## src/rtl/ddr_cmd_pkg.sv

```systemverilog
package ddr_cmd_pkg;

    typedef enum logic [2:0] {
        CMD_NOP = 3'd0,
        CMD_ACT = 3'd1,
        CMD_RD  = 3'd2,
        CMD_WR  = 3'd3,
        CMD_PRE = 3'd4,
        CMD_REF = 3'd5,
        CMD_LMR = 3'd6
    } cmd_e;

    typedef enum logic [1:0] {
        BK_IDLE    = 2'd0,
        BK_OPEN    = 2'd1,
        BK_AP_WAIT = 2'd2
    } bank_st_e;

    function automatic logic bl_code_ok(input logic [2:0] code);
        return (code == 3'd1) || (code == 3'd2) || (code == 3'd3);
    endfunction

    function automatic logic [3:0] bl_beats(input logic [2:0] code);
        logic [3:0] beats;
        unique case (code)
            3'd2:    beats = 4'd4;
            3'd3:    beats = 4'd8;
            default: beats = 4'd2;
        endcase
        return beats;
    endfunction

endpackage

```

## src/rtl/ddr_cmd_decode.sv

```systemverilog
module ddr_cmd_decode
    import ddr_cmd_pkg::*;
(
    input  logic cke_i,
    input  logic cs_ni,
    input  logic ras_ni,
    input  logic cas_ni,
    input  logic we_ni,
    output cmd_e cmd_o
);

    always_comb begin
        cmd_o = CMD_NOP;
        if (cke_i && !cs_ni) begin
            unique case ({ras_ni, cas_ni, we_ni})
                3'b011:  cmd_o = CMD_ACT;
                3'b101:  cmd_o = CMD_RD;
                3'b100:  cmd_o = CMD_WR;
                3'b010:  cmd_o = CMD_PRE;
                3'b001:  cmd_o = CMD_REF;
                3'b000:  cmd_o = CMD_LMR;
                default: cmd_o = CMD_NOP;
            endcase
        end
    end

endmodule

```

## src/rtl/ddr_bank_fsm.sv

```systemverilog
module ddr_bank_fsm
    import ddr_cmd_pkg::*;
#(
    parameter int ROW_W = 13,
    parameter int CNT_W = 3
) (
    input  logic             clk_i,
    input  logic             rst_ni,
    input  logic             tick_i,
    input  logic             act_i,
    input  logic             arm_i,
    input  logic             pre_i,
    input  logic [ROW_W-1:0] row_i,
    input  logic [CNT_W-1:0] drain_i,
    output logic             idle_o,
    output logic             ready_o,
    output logic [ROW_W-1:0] row_o
);

    bank_st_e         st_q, st_d;
    logic [CNT_W-1:0] cnt_q, cnt_d;
    logic [ROW_W-1:0] row_q, row_d;

    always_comb begin
        st_d  = st_q;
        cnt_d = cnt_q;
        row_d = row_q;
        unique case (st_q)
            BK_IDLE: begin
                if (act_i) begin
                    st_d  = BK_OPEN;
                    row_d = row_i;
                end
            end
            BK_OPEN: begin
                if (pre_i) begin
                    st_d = BK_IDLE;
                end else if (arm_i) begin
                    st_d  = BK_AP_WAIT;
                    cnt_d = drain_i;
                end
            end
            BK_AP_WAIT: begin
                if (pre_i) begin
                    st_d = BK_IDLE;
                end else if (tick_i) begin
                    if (cnt_q == CNT_W'(1)) begin
                        st_d = BK_IDLE;
                    end else begin
                        cnt_d = cnt_q - CNT_W'(1);
                    end
                end
            end
            default: st_d = BK_IDLE;
        endcase
    end

    always_ff @(posedge clk_i or negedge rst_ni) begin
        if (!rst_ni) begin
            st_q  <= BK_IDLE;
            cnt_q <= '0;
            row_q <= '0;
        end else begin
            st_q  <= st_d;
            cnt_q <= cnt_d;
            row_q <= row_d;
        end
    end

    always_comb begin
        idle_o  = (st_q == BK_IDLE);
        ready_o = (st_q == BK_OPEN);
        row_o   = row_q;
    end

    // the top must never activate a bank that is not idle
    assert_act_only_idle_R9: assert property (@(posedge clk_i) disable iff (!rst_ni)
        act_i |-> (st_q == BK_IDLE));

    // auto-precharge may only be armed from the open state
    assert_arm_only_open_R8: assert property (@(posedge clk_i) disable iff (!rst_ni)
        arm_i |-> (st_q == BK_OPEN));

    // a draining bank always has a live counter
    assert_drain_count_live_R8: assert property (@(posedge clk_i) disable iff (!rst_ni)
        (st_q == BK_AP_WAIT) |-> (cnt_q != '0));

endmodule

```

## src/rtl/ddr_mode_file.sv

```systemverilog
module ddr_mode_file
    import ddr_cmd_pkg::*;
#(
    parameter int MR_W = 13
) (
    input  logic            clk_i,
    input  logic            rst_ni,
    input  logic            we_i,
    input  logic [1:0]      sel_i,
    input  logic [MR_W-1:0] op_i,
    output logic            ok_o,
    output logic [MR_W-1:0] mode_o,
    output logic [MR_W-1:0] ext_o,
    output logic [3:0]      beats_o
);

    localparam logic [MR_W-1:0] MODE_RST = MR_W'(1);

    logic [MR_W-1:0] mode_q, ext_q;

    always_comb begin
        unique case (sel_i)
            2'b00:   ok_o = bl_code_ok(op_i[2:0]);
            2'b01:   ok_o = 1'b1;
            default: ok_o = 1'b0;
        endcase
    end

    always_ff @(posedge clk_i or negedge rst_ni) begin
        if (!rst_ni) begin
            mode_q <= MODE_RST;
            ext_q  <= '0;
        end else if (we_i) begin
            if (sel_i == 2'b00) mode_q <= op_i;
            if (sel_i == 2'b01) ext_q  <= op_i;
        end
    end

    always_comb begin
        mode_o  = mode_q;
        ext_o   = ext_q;
        beats_o = bl_beats(mode_q[2:0]);
    end

    // the stored burst field always holds a legal code
    assert_bl_field_legal_R11: assert property (@(posedge clk_i) disable iff (!rst_ni)
        bl_code_ok(mode_q[2:0]));

    // a write strobe only arrives for a register that exists
    assert_sel_exists_R10: assert property (@(posedge clk_i) disable iff (!rst_ni)
        we_i |-> !sel_i[1]);

endmodule

```

## src/rtl/ddr_cmd_tracker.sv

```systemverilog
module ddr_cmd_tracker
    import ddr_cmd_pkg::*;
#(
    parameter int NUM_BANKS = 4,
    parameter int ROW_W     = 13,
    parameter int COL_W     = 11
) (
    input  logic                         clk_i,
    input  logic                         rst_ni,
    input  logic                         cke_i,
    input  logic                         cs_ni,
    input  logic                         ras_ni,
    input  logic                         cas_ni,
    input  logic                         we_ni,
    input  logic [$clog2(NUM_BANKS)-1:0] ba_i,
    input  logic [ROW_W-1:0]             addr_i,
    input  logic                         cfg_wide_col_i,
    output logic                         cmd_vld_o,
    output logic [2:0]                   cmd_o,
    output logic [$clog2(NUM_BANKS)-1:0] bank_o,
    output logic [ROW_W-1:0]             row_o,
    output logic [COL_W-1:0]             col_o,
    output logic                         auto_pre_o,
    output logic                         pre_all_o,
    output logic                         err_o,
    output logic [NUM_BANKS-1:0]         open_o,
    output logic [3:0]                   burst_len_o,
    output logic [ROW_W-1:0]             mode_o,
    output logic [ROW_W-1:0]             ext_mode_o
);

    localparam int BA_W  = $clog2(NUM_BANKS);
    localparam int CNT_W = 3;
    localparam int AP_BIT = 10;
    localparam int LO_COL = 10;

    cmd_e                 dec_cmd;
    logic                 cmd_ok;
    logic                 accept;
    logic                 reject;
    logic                 lmr_ok;
    logic                 is_rw;
    logic [NUM_BANKS-1:0] bank_idle;
    logic [NUM_BANKS-1:0] bank_ready;
    logic [ROW_W-1:0]     bank_row [NUM_BANKS];
    logic [COL_W-1:0]     col_sel;
    logic [3:0]           beats;

    ddr_cmd_decode u_decode (
        .cke_i  (cke_i),
        .cs_ni  (cs_ni),
        .ras_ni (ras_ni),
        .cas_ni (cas_ni),
        .we_ni  (we_ni),
        .cmd_o  (dec_cmd)
    );

    ddr_mode_file #(.MR_W(ROW_W)) u_mode (
        .clk_i   (clk_i),
        .rst_ni  (rst_ni),
        .we_i    (accept && (dec_cmd == CMD_LMR)),
        .sel_i   (ba_i),
        .op_i    (addr_i),
        .ok_o    (lmr_ok),
        .mode_o  (mode_o),
        .ext_o   (ext_mode_o),
        .beats_o (beats)
    );

    assign is_rw = (dec_cmd == CMD_RD) || (dec_cmd == CMD_WR);

    always_comb begin
        unique case (dec_cmd)
            CMD_ACT:        cmd_ok = bank_idle[ba_i];
            CMD_RD, CMD_WR: cmd_ok = bank_ready[ba_i];
            CMD_LMR:        cmd_ok = lmr_ok;
            default:        cmd_ok = 1'b1;
        endcase
        accept = (dec_cmd != CMD_NOP) && cmd_ok;
        reject = (dec_cmd != CMD_NOP) && !cmd_ok;
    end

    for (genvar b = 0; b < NUM_BANKS; b++) begin : g_bank
        logic hit;
        assign hit = (ba_i == BA_W'(b));
        ddr_bank_fsm #(.ROW_W(ROW_W), .CNT_W(CNT_W)) u_bank (
            .clk_i   (clk_i),
            .rst_ni  (rst_ni),
            .tick_i  (cke_i),
            .act_i   (accept && (dec_cmd == CMD_ACT) && hit),
            .arm_i   (accept && is_rw && addr_i[AP_BIT] && hit),
            .pre_i   (accept && (dec_cmd == CMD_PRE) && (addr_i[AP_BIT] || hit)),
            .row_i   (addr_i),
            .drain_i (beats[CNT_W:1]),
            .idle_o  (bank_idle[b]),
            .ready_o (bank_ready[b]),
            .row_o   (bank_row[b])
        );
        assign open_o[b] = !bank_idle[b];
    end

    always_comb begin
        col_sel = {1'b0, addr_i[LO_COL-1:0]};
        if (cfg_wide_col_i) col_sel[COL_W-1] = addr_i[AP_BIT+1];
    end

    always_ff @(posedge clk_i or negedge rst_ni) begin
        if (!rst_ni) begin
            cmd_vld_o  <= 1'b0;
            cmd_o      <= 3'd0;
            bank_o     <= '0;
            row_o      <= '0;
            col_o      <= '0;
            auto_pre_o <= 1'b0;
            pre_all_o  <= 1'b0;
            err_o      <= 1'b0;
        end else begin
            cmd_vld_o  <= accept;
            cmd_o      <= accept ? 3'(dec_cmd) : 3'd0;
            bank_o     <= accept ? ba_i : '0;
            row_o      <= '0;
            col_o      <= '0;
            auto_pre_o <= 1'b0;
            pre_all_o  <= 1'b0;
            err_o      <= reject;
            if (accept) begin
                unique case (dec_cmd)
                    CMD_ACT: row_o <= addr_i;
                    CMD_RD, CMD_WR: begin
                        row_o      <= bank_row[ba_i];
                        col_o      <= col_sel;
                        auto_pre_o <= addr_i[AP_BIT];
                    end
                    CMD_PRE: pre_all_o <= addr_i[AP_BIT];
                    default: ;
                endcase
            end
        end
    end

    assign burst_len_o = beats;

    // a deselected edge never yields a strobe or an error
    assert_desel_quiet_R2: assert property (@(posedge clk_i) disable iff (!rst_ni)
        cs_ni |=> (!cmd_vld_o && !err_o));

    // a clock-disabled edge yields nothing and freezes bank flags
    assert_cke_freeze_R3: assert property (@(posedge clk_i) disable iff (!rst_ni)
        !cke_i |=> (!cmd_vld_o && !err_o && $stable(open_o)));

    // accepted and rejected never coincide
    assert_vld_err_excl_R9: assert property (@(posedge clk_i) disable iff (!rst_ni)
        !(cmd_vld_o && err_o));

    // a bank only opens on an accepted ACTIVE
    assert_open_needs_act_R5: assert property (@(posedge clk_i) disable iff (!rst_ni)
        (|(open_o & ~$past(open_o))) |-> (cmd_vld_o && (cmd_o == 3'd1)));

    // burst length is always 2, 4 or 8
    assert_burst_len_legal_R11: assert property (@(posedge clk_i) disable iff (!rst_ni)
        $onehot(burst_len_o) && !burst_len_o[0]);

endmodule

```

## config.mk

```make
export PLATFORM = sky130hd
export DESIGN_NAME = ddr_cmd_tracker
export DESIGN_NICKNAME = d
export VERILOG_FILES = /design/src/rtl/ddr_cmd_pkg.sv /design/src/rtl/ddr_cmd_decode.sv /design/src/rtl/ddr_bank_fsm.sv /design/src/rtl/ddr_mode_file.sv /design/src/rtl/ddr_cmd_tracker.sv
export SDC_FILE = /design/constraint.sdc
export NUM_CORES = 1
export LEC_CHECK = 0
export ABC_CLOCK_PERIOD_IN_PS = 5600
export CORE_ASPECT_RATIO = 0.7
export CORE_MARGIN = 1.5
export CORE_UTILIZATION = 40
export CTS_CLUSTER_SIZE = 28
export DETAILED_ROUTE_END_ITERATION = 7
export SLEW_MARGIN = 25
export SYNTH_ARGS = -nofsm -noshare
export SYNTH_HDL_FRONTEND = slang
export SYNTH_SLANG_ARGS = --single-unit
```

## constraint.sdc

```tcl
create_clock -name clk_i -period 5.6 [get_ports clk_i]
set_clock_uncertainty 0.05 [all_clocks]
set_input_delay 0.56 -clock clk_i [delete_from_list [all_inputs] [get_ports clk_i]]
set_output_delay 0.56 -clock clk_i [all_outputs]
set_load 0.03 [all_outputs]
```

### Word-level counts from Yosys, hierarchy flattened

Cells that the tools add are included.

| storage, ports and cells | value |
|---|---|
| flip-flop bits (word level) | 131 |
| bits in read-only memories | 0 |
| word-level logic and storage cells | 229 |
| memories kept | 0 |
| RAM bits | 0 |
| latch bits | 0 |
| output and inout bits | 67 |
| input port bits | 23 |

| operators by class | value |
|---|---|
| muxes and demuxes | 75 |
| reduce and logical (&&, ||, !) cells | 59 |
| $mul | 0 |
| $add $sub $neg | 4 |
| bitwise operators | 1 |
| shift operators | 0 |
| magnitude comparators | 2 |
| eq/ne operators | 66 |
| div/mod/pow operators | 0 |

Operators by type and width:

| cell | count |
|---|---|
| two-way mux 3 bit | 22 |
| two-way mux 2 bit | 25 |
| two-way mux 13 bit | 3 |
| inequality test 2 bit (second input constant) | 16 |
| binary-select mux 13 bit (select 2 bit) | 1 |
| one-hot mux 13 bit (2 select lines) | 1 |
| == test 3 x 2 -> 1 bit (second input constant) | 8 |
| inequality test 3 x 1 -> 1 bit (second input constant) | 8 |
| one-hot mux 2 bit (3 select lines) | 4 |
| one-hot mux 3 bit (2 select lines) | 4 |
| AND reduction 6 bit | 4 |
| two-way mux 11 bit | 2 |
| == test 3 x 1 -> 1 bit (second input constant) | 7 |
| logical AND 1 bit | 20 |
| one-hot mux 3 bit (6 select lines) | 1 |
| inequality test 2 x 1 -> 1 bit (second input constant) | 8 |
| AND reduction 4 bit | 4 |
| == test 2 bit (second input constant) | 6 |
| == test 3 bit (second input constant) | 4 |
| inequality test 3 x 2 -> 1 bit (second input constant) | 4 |
| AND reduction 2 bit | 6 |
| subtractor 3 x 1 -> 3 bit (second input constant) | 4 |
| == test 2 x 1 -> 1 bit (second input constant) | 5 |
| zero test 2 bit | 5 |
| 14 further kinds | 35 |

### Longest topological paths before layout

Gate-level depths: netlist of the first run.

| depth | value |
|---|---|
| depth after elaboration | 13 |
| gate-level depth with buffers | 8 |

### Modules after synthesis

Synthesis of the first run repeated with hierarchy kept, for this count alone.

| second synthesis, totals | value |
|---|---|
| cells, all modules | 456 |
| area, all modules | 6276.0 sq um |

By module, submodules not included:

| module | cells an instance | seq. area each (sq um) | area an instance (sq um) | instances |
|---|---|---|---|---|
| ddr_bank_fsm | 62 | 450.4 | 857.1 | 4 |
| ddr_cmd_tracker | 137 | 825.8 | 1754.2 | 1 |
| ddr_mode_file | 65 | 651.9 | 1051.0 | 1 |
| ddr_cmd_decode | 6 | 0.0 | 42.5 | 1 |

### Least setup slack after synthesis of the first run

Ideal clock, no wire load.

| path | value |
|---|---|
| kind | flip-flop to output port |
| start | register u_mode.mode_q[1], in the netlist u_mode.mode_o[1] |
| end | output port burst_len_o[2] |
| path slack | 3299 ps |
| data required time | 4990 ps |
| arrival | 1691 ps |
| buffers on the path | 0 |
| cell stages (with the launch flop) | 4 |
| cells stage by stage | dfrtp_1 -> nor2b_1 -> clkinv_1 -> nor2_1 |

| between the ends | value |
|---|---|
| longest elaborated chain between the ends | 2 |

Ends and longest elaborated chain:

| what | line | source |
|---|---|---|
| start, declared | ddr_mode_file.sv:19 | `logic [MR_W-1:0] mode_q, ext_q;` |
| start signal, assigned | ddr_mode_file.sv:34 | `if (sel_i == 2'b00) mode_q <= op_i;` |
| == test 3 x 2 -> 1 bit | ddr_cmd_pkg.sv:25 | `unique case (code)` |
| one-hot mux 4 bit (2 select lines) (*) | ddr_cmd_pkg.sv:25 |  |
| end, declared | ddr_cmd_tracker.sv:27 | `output logic [3:0] burst_len_o,` |

Every way passes the cells marked *; elsewhere a longest branch is shown, timed or not.

### Worst setup path in the final report of the first run

Same ends and word-level chain as after synthesis.

==> results of run 1 <==
==> flip-flops by register name, summed over array words and instances, names as in the netlist <==
name                 cells
g_bank.u_bank.row_o     52
row_o                   13
u_mode.ext_o            13
u_mode.mode_o           13
g_bank.u_bank.cnt_q     12
col_o                   11
g_bank.u_bank.st_q       8
cmd_o                    3
bank_o                   2
auto_pre_o               1
cmd_vld_o                1
err_o                    1
pre_all_o                1
==> metal layers <==
| layer | global-route usage [%] | part of all wire [%] | vias to the layer above |
|---|---|---|---|
| met3 | 4.63 | 5.2 | 14 |
| met2 | 25.9 | 44 | 117 |
| li1 | - | - | 1809 |
| met5 | 0 | 0 | - |
| met4 | 5.94 | 0.91 | 0 |
| met1 | 28.0 | 50 | 2020 |
==> cell families after synthesis <==
kind of cell,synth area share (%)
flip-flops,55.5
AND/OR/NAND/NOR,10.6
multiplexers,19.1
AO/OA/AOI/OAI,9.04
buffers and inverters,3.79
adder cells (fa/ha/maj),1.69
other,0.0635
XOR/XNOR,0.148
==> area by class of cell <==
cell class / count / area [um2]
repair buffers: 94 / 927
multi-input cells: 279 / 2410
flip-flops and latches: 131 / 3280
fillers: 1215 / 6610
clock buffers: 20 / 437
clock inverters: 12 / 205
inverters: 23 / 86.3
well taps: 190 / 238
==> power by group through the flow <==
| stage | registers (mW) | logic, mW | clock network (mW) |
|---|---|---|---|
| 2_1_floorplan | 1.11 | 0.169 | 0 |
| 3_3_place_gp | 1.08 | 0.313 | 0 |
| 3_5_place_dp | 1.09 | 0.322 | 0 |
| 4_1_cts | 1.07 | 0.322 | 1.22 |
| 5_1_grt | 1.08 | 0.347 | 1.27 |
| 6_report | 1.07 | 0.318 | 1.20 |
==> Yosys cell counts, drive strengths merged (3+ instances only) <==
| cell type | count | area (um2) |
|---|---|---|
| nand2 | 15 | 58.8 |
| o22ai | 4 | 25.0 |
| o21ai | 20 | 100 |
| dfrtp | 130 | 3250 |
| a21oi | 15 | 75.1 |
| nor4 | 3 | 48.8 |
| mux2 | 72 | 837 |
| ha | 8 | 100 |
| inv | 22 | 82.6 |
| nor3 | 8 | 50.1 |
| nand2b | 10 | 62.6 |
| and2 | 12 | 75.1 |
| a31oi | 3 | 18.8 |
| nor2b | 11 | 68.8 |
| mux4 | 13 | 293 |
| nor2 | 24 | 90.1 |
| a211oi | 4 | 30.0 |
| buf | 21 | 119 |
| nand3 | 8 | 45.0 |
| and3 | 3 | 18.8 |
| clkbuf | 5 | 18.8 |
| a22o | 14 | 123 |
| or2 | 3 | 18.8 |
==> stage by stage <==
step                      util, %  hold slack, ns  total power [mW]  cells  setup slack, ns
after floorplan                 -           0.214              1.28    459             3.30
after global placement       48.9           0.408              1.39    717             2.28
after detailed placement     48.9           0.425              1.41    717             2.25
after CTS                    53.4           0.121              2.62    749             2.36
after global routing         53.4           0.155              2.69    749             2.23
final                        53.4          0.0955              2.59    749             2.35
==> worst register-to-register path, cell delays in order (launching register included) <==
cell	delay [ns]
dfrtp_1	0.41
nor2_1	0.18
o2111ai_1	0.28
or3_1	0.75
mux2_1	0.45
==> final timing paths <==
path	slack (ns)	to	startpoint	depth (start not counted)
max	2.35	burst_len_o[2]	u_mode.mode_o[1]$_DFFE_PN0P_	4
min	0.1	u_mode.ext_o[8]$_DFFE_PN0P_	rst_ni	1
max reg2reg	3.36	g_bank[0].u_bank.row_o[12]$_DFFE_PN0P_	g_bank[3].u_bank.st_q[0]$_DFFE_PN0P_	4
min reg2reg	0.44	g_bank[0].u_bank.row_o[10]$_DFFE_PN0P_	g_bank[0].u_bank.row_o[10]$_DFFE_PN0P_	2
max in group asynchronous	4.15	row_o[0]$_DFF_PN0_	rst_ni	2
min in group clk_i	0.44	g_bank[0].u_bank.row_o[10]$_DFFE_PN0P_	g_bank[0].u_bank.row_o[10]$_DFFE_PN0P_	2
==> summary.txt, run 1 <==
Power
  – Cell leakage power: 3.46 nW
  – Comb pwr share: 12.3%
  – Int Pwr: 1.97 mW
  – Reg power frac: 41.3%
  – P per Cell Area: 342 nW/um2
  – Switch share: 23.8%
  – Peak VDD IR: 251 uV
  – Clock share of power: 46.4%
  – Switching power of the nets: 617 uW

STA
  – Final critical-path required period: 3.25 ns
  – Slew Limit Fails: 0
  – # setup viols final: 0
  – Fmax: 0.308 GHz
  – Post-Route Setup TNS: 0 ns
  – Measured slew at the worst slew-check pin: 0.816 ns
  – Slew headroom: 45.6%
  – Unrepaired setup endpoints after global routing: no
  – Final period utilization: 58.0%
  – Final hold vios: 0

GRT
  – First-pass GRT wire length: 21,900 um
  – Total gr overflow: 0
  – Vias in the first global route: 4,030
  – Largest net degree at the start of global routing: 67
  – Initial antenna violation count: 0
  – Total GRT Usage: 18.5%

Final layout
  – Most common cell after layout, fill and taps aside: dfrtp_1
  – Layout area overhead: 28.3%
  – Most frequent cells in the layout: dfrtp_1 (130), clkdlybuf4s50_1 (87), mux2_2 (64), nor2_1 (23), inv_1 (22)
  – ANT cells: 0
  – Final Cell Area: 7580 um2
  – Share of layout cells above drive strength 1: 23.8%
  – Final #Nets: 577

Outcome
  – Outcome: completed

Route
  – Drt total wl: 13,600 um
  – Iter 0 DRT Violations: 199
  – 1st-pass router iterations: 4
  – Vias per cell: 5.29
  – Vias: 3,960
  – WL per Instance: 18.1 um
  – Residual DRC: 0
  – ANT nets after route: 0

Worst setup path
  – Required @ worst endpoint: 4.99 ns
  – Crit Path Category: reg -> out
  – WP buf/inv: 2
  – Crit path cell chain: nor2b_1 > clkinv_1 > nor2_1 > clkdlybuf4s50_1
  – Crit path max-delay cell type: clkdlybuf4s50_1
  – Max incr delay on CP: 0.76 ns
  – Worst setup EP type: output port
  – Crit-path max FO: 8
  – Data arrival, critical path: 2.64 ns
  – Critical Path Start Type: flip-flop
  – CP top delay family: buffers and inverters

Placement
  – IO buf count: 88
  – Placer Congestion: 0.813
  – Dpl cell area: 6940 um2
  – DP HPWL: 8870 um

Logic synthesis
  – Syn Std Cell Area: 5910 um2
  – Post-synth EDFFs: 0
  – Sequential share of the synthesized area: 55.5%
  – Mean Syn Cell Area: 12.9 um2
  – Yosys cell types: 58
  – Post-Synthesis Cells: 459
  – Yosys reg bits: 131
  – Ys Warns: 0
  – Post-synth net total: 490
  – Async SR Flop Fraction: 100%
  – Leading register cell type out of synthesis: dfrtp_1

Job
  – Maxcap violations: 0

Clocking
  – CTS tree: done
  – Worst-Skew Late Latency: 0.41 ns
  – Clock slew seen by the registers of the worst setup and hold paths: 0.06 ns
  – CTS sink cnt: 131
  – PostCTS Resize Cnt: 0
  – Root buffer cell: clkbuf_16
  – Hold buffer count at CTS: 0
  – CTS Buf Count: 17
  – Post-CTS setup buffers: 0
  – Max Buffers Root-to-Sink: 2
  – H-tree depth: 4

Floorplan
  – Initial Util: 41.6%
  – IO Count: 90
  – Cell Rows: 36
  – Core Footprint: 14,200 um2
  – Die height: 105 um
  – Die Wd: 148 um
  – Die Area: 15,500 um2

Hold path
  – Worst min path class: in -> async
No activity file was read; power rests on OpenSTA's default activity.
==> run 2: changes to the inputs <==
ABC_CLOCK_PERIOD_IN_PS = 2750   (was 5600)
clock period = 2.75 ns   (was 5.6 ns; I/O delays follow)
==> summary.txt, run 2 (same netlist as run 1, synthesis figures left out) <==
STA
  – Slew headroom: 50.2% (+4.6 points)
  – Hold_ws: 0.381 ns (+0.285 ns)
  – # setup viols final: 0 (unchanged)
  – Fmax: 0.406 GHz
  – Final period utilization: 89.6%
  – Post-Route Setup TNS: 0 ns (unchanged)
  – Slew Limit Fails: 0 (unchanged)
  – Measured slew at the worst slew-check pin: 0.743 ns (-0.0729 ns)
  – Final hold vios: 0 (unchanged)
  – Final critical-path required period: 2.46 ns
  – Unrepaired setup endpoints after global routing: no

Floorplan
  – Die Wd: 148 um (unchanged)
  – Die Area: 15,500 um2 (unchanged)
  – Die height: 105 um (unchanged)
  – IO Count: 90 (unchanged)
  – Cell Rows: 36 (unchanged)
  – Initial Util: 41.6% (unchanged)
  – Core Footprint: 14,200 um2 (unchanged)

Final layout
  – Final Instance Count excl. Fillers: 774 (+3.3%)
  – Reg with most FFs: g_bank.u_bank.row_o
  – Most frequent cells in the layout: dfrtp_1 (130), clkdlybuf4s50_1 (87), mux2_2 (64), buf_4 (25), nor2_1 (23)
  – Final #Nets: 601 (+4.2%)
  – Fin util: 54.7% (+1.3 points)
  – Share of layout cells above drive strength 1: 27.3% (+3.5 points)
  – Most common cell after layout, fill and taps aside: dfrtp_1
  – Max reg flops: 52 (unchanged)
  – Layout area overhead: 31.5%

Job
  – Maxcap violations: 0 (unchanged)

Power
  – Clock share of power: 44.3% (-2.1 points)
  – Cell leakage power: 3.58 nW (+3.3%)
  – Switch share: 26.2% (+2.4 points)
  – Peak VDD IR: 459 uV (+83%)
  – Tot Pwr: 5.13 mW (+98%)
  – P per Cell Area: 660 nW/um2 (+93%)
  – Reg power frac: 42.5% (+1.2 points)
  – Int Pwr: 3.78 mW (+92%)
  – Comb pwr share: 13.2% (+0.9 points)
  – Switching power of the nets: 1.34 mW (+120%)

Worst setup path
  – Data arrival, critical path: 2.14 ns (-0.50 ns)
  – Crit Path Category: reg -> out
  – Critical Path Start Type: flip-flop
  – CP Depth: 4 (unchanged)
  – Crit path max-delay cell type: clkdlybuf4s50_1
  – Required @ worst endpoint: 2.42 ns (-2.57 ns)
  – Crit-path max FO: 4 (-4)
  – Max incr delay on CP: 0.69 ns (-0.07 ns)
  – Setup crit start: u_mode.mode_o[2]$_DFFE_PN0P_
  – Worst R2R Start: g_bank[1].u_bank.st_q[0]$_DFFE_PN0P_
  – WP buf/inv: 2 (unchanged)
  – R2R cell count: 5 (+1)
  – Crit path cell chain: nor2b_1 > nand2_1 > inv_1 > clkdlybuf4s50_1
  – Worst r2r dst: row_o[3]$_DFF_PN0_
  – CP top delay family: buffers and inverters
  – Worst R2R Setup Slack: 0.66 ns (-2.70 ns)
  – Worst setup endpoint: burst_len_o[3]
  – Worst setup EP type: output port

Clocking
  – PostCTS Resize Cnt: 0 (unchanged)
  – Clock slew seen by the registers of the worst setup and hold paths: 0.06 ns (about the same)
  – Root buffer cell: clkbuf_16
  – CTS Buf Count: 17 (unchanged)
  – Worst-Skew Late Latency: 0.42 ns (about the same)
  – H-tree depth: 4 (unchanged)
  – CTS sink cnt: 131 (unchanged)
  – CTS tree: done
  – Post-CTS setup buffers: 0 (unchanged)
  – Max Buffers Root-to-Sink: 2 (unchanged)

Route
  – 1st-pass router iterations: 4 (unchanged)
  – Vias: 4,047 (+2.2%)
  – Residual DRC: 0 (unchanged)
  – Vias per cell: 5.23 (-1.1%)
  – Drt total wl: 14,000 um (+3.4%)
  – Met2 Wirelength: 6300 um (+6.4%)
  – ANT nets after route: 0 (unchanged)
  – Highest Signal Layer: met4
  – Met1 wire length: 6870 um (+0.76%)
  – WL met3: 730 um (+3.7%)
  – Iter 0 DRT Violations: 209 (+5.0%)
  – WL per Instance: 18.1 um (about the same)

GRT
  – Largest net degree at the start of global routing: 76 (+13%)
  – Vias in the first global route: 4,096 (+1.6%)
  – Total gr overflow: 0 (unchanged)
  – Total GRT Usage: 19.4% (+0.83 points)
  – Initial antenna violation count: 0 (unchanged)
  – First-pass GRT wire length: 22,700 um (+3.7%)

Hold path
  – Worst min path class: in -> async

Placement
  – Placer Congestion: 0.868 (+6.7%)
  – IO buf count: 88 (unchanged)
  – DP HPWL: 9760 um (+10%)
  – Placed cell count: 740 (+3.2%)

Outcome
  – Outcome: completed
-- run 2: cell types whose count changed in the layout (fill, tap and decap cells not counted) --
cell           delta
buf_12            +4
buf_4            +19
bufinv_16         -3
clkbuf_1          -3
diode_2           +1
dlygate4sd3_1     +1
inv_6             +5
inv_8             +1
-- run 2: worst min-delay path by stage --
| stage | end | start | cells after the start | slack [ns] |
|---|---|---|---|---|
| after floorplan | auto_pre_o$_DFF_PN0_ | rst_ni | 0 | -0.07 |
| after global placement | u_mode.ext_o[8]$_DFFE_PN0P_ | rst_ni | 1 | 0.30 |
| after detailed placement | u_mode.ext_o[8]$_DFFE_PN0P_ | rst_ni | 1 | 0.31 |
| after CTS | col_o[10]$_DFF_PN0_ | cfg_wide_col_i | 2 | 0.40 |
| after global routing | col_o[10]$_DFF_PN0_ | cfg_wide_col_i | 2 | 0.42 |
| final | u_mode.ext_o[8]$_DFFE_PN0P_ | rst_ni | 2 | 0.38 |
-- run 2: cell type report --
type	count	area [um2]
tap	190	238
sequential	131	3280
inverter	23	86.3
clock buffer	17	425
timing repair buffer	118	1160
fill	1209	6420
clock inverter	15	170
multi-input combinational	279	2410
antenna	1	2.50
-- run 2: metrics by stage --
| step | cell area [um2] | setup WS, ns |
|---|---|---|
| after floorplan | 5910 | 0.624 |
| after global placement | 7160 | 0.186 |
| after detailed placement | 7160 | 0.139 |
| after CTS | 7760 | 0.219 |
| after global routing | 7760 | 0.144 |
| final | 7770 | 0.286 |
-- run 2: worst register-to-register path: cells and delay by family (launching register included) --
family | cells | cell delay [ns]
AOI/OAI and AO/OA | 2 | 0.35
buffers and inverters | 1 | 0.31
DFF | 1 | 0.40
and+or+nand+nor | 2 | 0.92
-- run 2: per-layer routing --
layer | global-route usage (%) | vias up
met3 | 5.02 | 11
met1 | 28.1 | 2054
met4 | 5.87 | 0
met5 | 0 | -
li1 | - | 1872
met2 | 28.3 | 110
-- run 2: power by group through the flow --
stage	clock (mW)	combinational (mW)	sequential, mW
floorplan	0	0.343	2.26
global placement	0	0.664	2.20
detailed placement	0	0.682	2.21
CTS	2.31	0.686	2.18
global route	2.40	0.736	2.20
finish	2.27	0.677	2.18
-- run 2: what timing repair did --
action,CTS,global route
hold buffers,1,0
endpoints found under the hold margin,72,0
endpoints found under the setup margin,0,0
==> run 3: changes to the inputs <==
ABC_CLOCK_PERIOD_IN_PS = 2400   (was 2750)
SETUP_SLACK_MARGIN = 0.3   (was not set)
clock period = 2.4 ns   (was 2.75 ns; I/O delays follow)
==> summary.txt, run 3 (same netlist as run 1, synthesis figures left out) <==
GRT
  – Total GRT Usage: 19.3% (-0.027 points)
  – Largest net degree at the start of global routing: 63 (-17%)
  – First-pass GRT wire length: 23,000 um (+1.3%)
  – Total gr overflow: 0 (unchanged)
  – Initial antenna violation count: 0 (unchanged)
  – Vias in the first global route: 4,096 (unchanged)

Hold path
  – Hold Path Cell Cnt: 4
  – Worst min path class: in -> reg
  – HP Start: ras_ni
  – Worst Hold Endpoint: bank_o[1]$_DFF_PN0_

Worst setup path
  – Critical Path Start Type: flip-flop
  – Worst R2R Start: g_bank[0].u_bank.st_q[0]$_DFFE_PN0P_
  – Max incr delay on CP: 0.60 ns (-0.09 ns)
  – Worst setup EP type: output port
  – Data arrival, critical path: 1.74 ns (-0.40 ns)
  – Worst r2r dst: g_bank[0].u_bank.row_o[12]$_DFFE_PN0P_
  – WP buf/inv: 1 (-1)
  – Crit-path max FO: 4 (unchanged)
  – Required @ worst endpoint: 2.11 ns (-0.31 ns)
  – Worst R2R Setup Slack: 0.43 ns (-0.23 ns)
  – R2R cell count: 5 (unchanged)
  – Crit path max-delay cell type: clkdlybuf4s50_1
  – CP Depth: 2 (-2)
  – Crit path cell chain: or2_2 > clkdlybuf4s50_1
  – CP top delay family: buffers and inverters
  – Crit Path Category: reg -> out

Clocking
  – Max Buffers Root-to-Sink: 2 (unchanged)
  – CTS sink cnt: 131 (unchanged)
  – CTS Buf Count: 17 (unchanged)
  – Post-CTS setup buffers: 0 (unchanged)
  – Root buffer cell: clkbuf_16
  – H-tree depth: 4 (unchanged)
  – Worst-Skew Late Latency: 0.41 ns (about the same)
  – CTS tree: done
  – Clock slew seen by the registers of the worst setup and hold paths: 0.06 ns (about the same)

STA
  – Final critical-path required period: 2.03 ns
  – Slew Limit Fails: 0 (unchanged)
  – Fmax: 0.493 GHz
  – # setup viols final: 0 (unchanged)
  – Final period utilization: 84.5%
  – Hold_ws: 0.288 ns (-0.0922 ns)
  – Final hold vios: 0 (unchanged)
  – Measured slew at the worst slew-check pin: 0.558 ns (-0.185 ns)
  – Unrepaired setup endpoints after global routing: no
  – Slew headroom: 62.8% (+13 points)

Floorplan
  – Core Footprint: 14,200 um2 (unchanged)
  – Die Wd: 148 um (unchanged)
  – Die height: 105 um (unchanged)
  – Initial Util: 41.6% (unchanged)
  – Cell Rows: 36 (unchanged)
  – Die Area: 15,500 um2 (unchanged)
  – IO Count: 90 (unchanged)

Route
  – Vias: 4,122 (+1.9%)
  – Drt total wl: 14,000 um (-0.13%)
  – ANT nets after route: 0 (unchanged)
  – WL per Instance: 17.7 um (-2.3%)
  – 1st-pass router iterations: 4 (unchanged)
  – Vias per cell: 5.21 (-0.34%)
  – Iter 0 DRT Violations: 236 (+13%)
  – Residual DRC: 0 (unchanged)

Placement
  – IO buf count: 88 (unchanged)
  – Placer Congestion: 0.833 (-4.1%)
  – Dpl cell area: 7350 um2 (+2.6%)
  – DP HPWL: 10,000 um (+2.6%)

Final layout
  – Fin util: 56.3% (+1.6 points)
  – ANT cells: 0 (-1)
  – Reg with most FFs: g_bank.u_bank.row_o
  – Max reg flops: 52 (unchanged)
  – Most common cell after layout, fill and taps aside: dfrtp_1
  – Share of layout cells above drive strength 1: 30.0% (+2.7 points)
  – Final #Nets: 619 (+3.0%)
  – Filler cell count in the final layout: 1,202 (-0.58%)
  – Most frequent cells in the layout: dfrtp_1 (130), clkdlybuf4s50_1 (81), mux2_2 (64), buf_4 (39)
  – Final Cell Area: 8000 um2 (+2.9%)
  – Layout area overhead: 35.4%

Job
  – Maxcap violations: 0 (unchanged)

Outcome
  – Outcome: completed

Power
  – Tot Pwr: 5.94 mW (+16%)
  – Peak VDD IR: 541 uV (+18%)
  – Cell leakage power: 3.72 nW (+4.0%)
  – P per Cell Area: 743 nW/um2 (+13%)
==> run 3: changes by cell type in the layout (fill, tap and decap cells not counted), moves of 3 or more <==
| cell | previous run | this run |
|---|---|---|
| buf_4 | 25 | 39 |
| clkdlybuf4s50_1 | 87 | 81 |
| buf_12 | 4 | 8 |
| inv_6 | 6 | 2 |
| dlygate4sd2_1 | 0 | 3 |
==> run 3: metrics by stage <==
stage,worst slack [ns],setup TNS [ns],instances
after floorplan,0.425,0,459
after global placement,-0.190,-3.10,758
after detailed placement,-0.105,-1.56,758
after CTS,0.324,0,791
after global routing,0.311,0,791
final,0.373,0,791
==> run 3: layout make-up <==
class | count | area (um2) | area share [%]
Tap cell | 190 | 238 | 2.97
Sequential cell | 131 | 3280 | 41.0
Timing Repair Buffer | 136 | 1350 | 16.8
Multi-Input combinational cell | 279 | 2430 | 30.5
Clock buffer | 20 | 457 | 5.71
Inverter | 23 | 86.3 | 1.08
Clock inverter | 12 | 154 | 1.92
==> run 3: report_power, final <==
| group | switching [mW] | internal [mW] |
|---|---|---|
| registers | 0.101 | 2.40 |
| logic | 0.398 | 0.392 |
| clock network | 0.959 | 1.69 |
==> run 3: how the worst max path moves through the flow <==
stage / endpoint / start
3_3_place_gp: row_o[1]$_DFF_PN0_ / ba_i[1]
5_1_grt: burst_len_o[1] / u_mode.mode_o[1]$_DFFE_PN0P_
4_1_cts: row_o[1]$_DFF_PN0_ / ba_i[1]
2_1_floorplan: g_bank[1].u_bank.row_o[0]$_DFFE_PN0P_ / g_bank[1].u_bank.st_q[0]$_DFFE_PN0P_
3_5_place_dp: row_o[12]$_DFF_PN0_ / ba_i[1]
6_report: open_o[1] / g_bank[1].u_bank.st_q[0]$_DFFE_PN0P_
==> run 3: metal layers <==
metal,wire (um),track usage [%],up-vias
li1,-,-,1911
met5,0,0,-
met4,104,6.79,0
met2,6000,26.5,114
met1,7000,29.8,2092
met3,901,4.24,5
==> run 3: tightest hold or removal path, cell delays in order <==
cell and delay (ns):
dlymetal6s2s_1 0.21, a21oi_1 0.14, nand2_1 0.08, nor2_1 0.04
==> run 3: what timing repair did <==
item	4_1_cts	5_1_grt
endpoints found under the hold margin	59	0
setup endpoints to repair	4	44
hold buffers	1	0
gates resized for setup	5	6
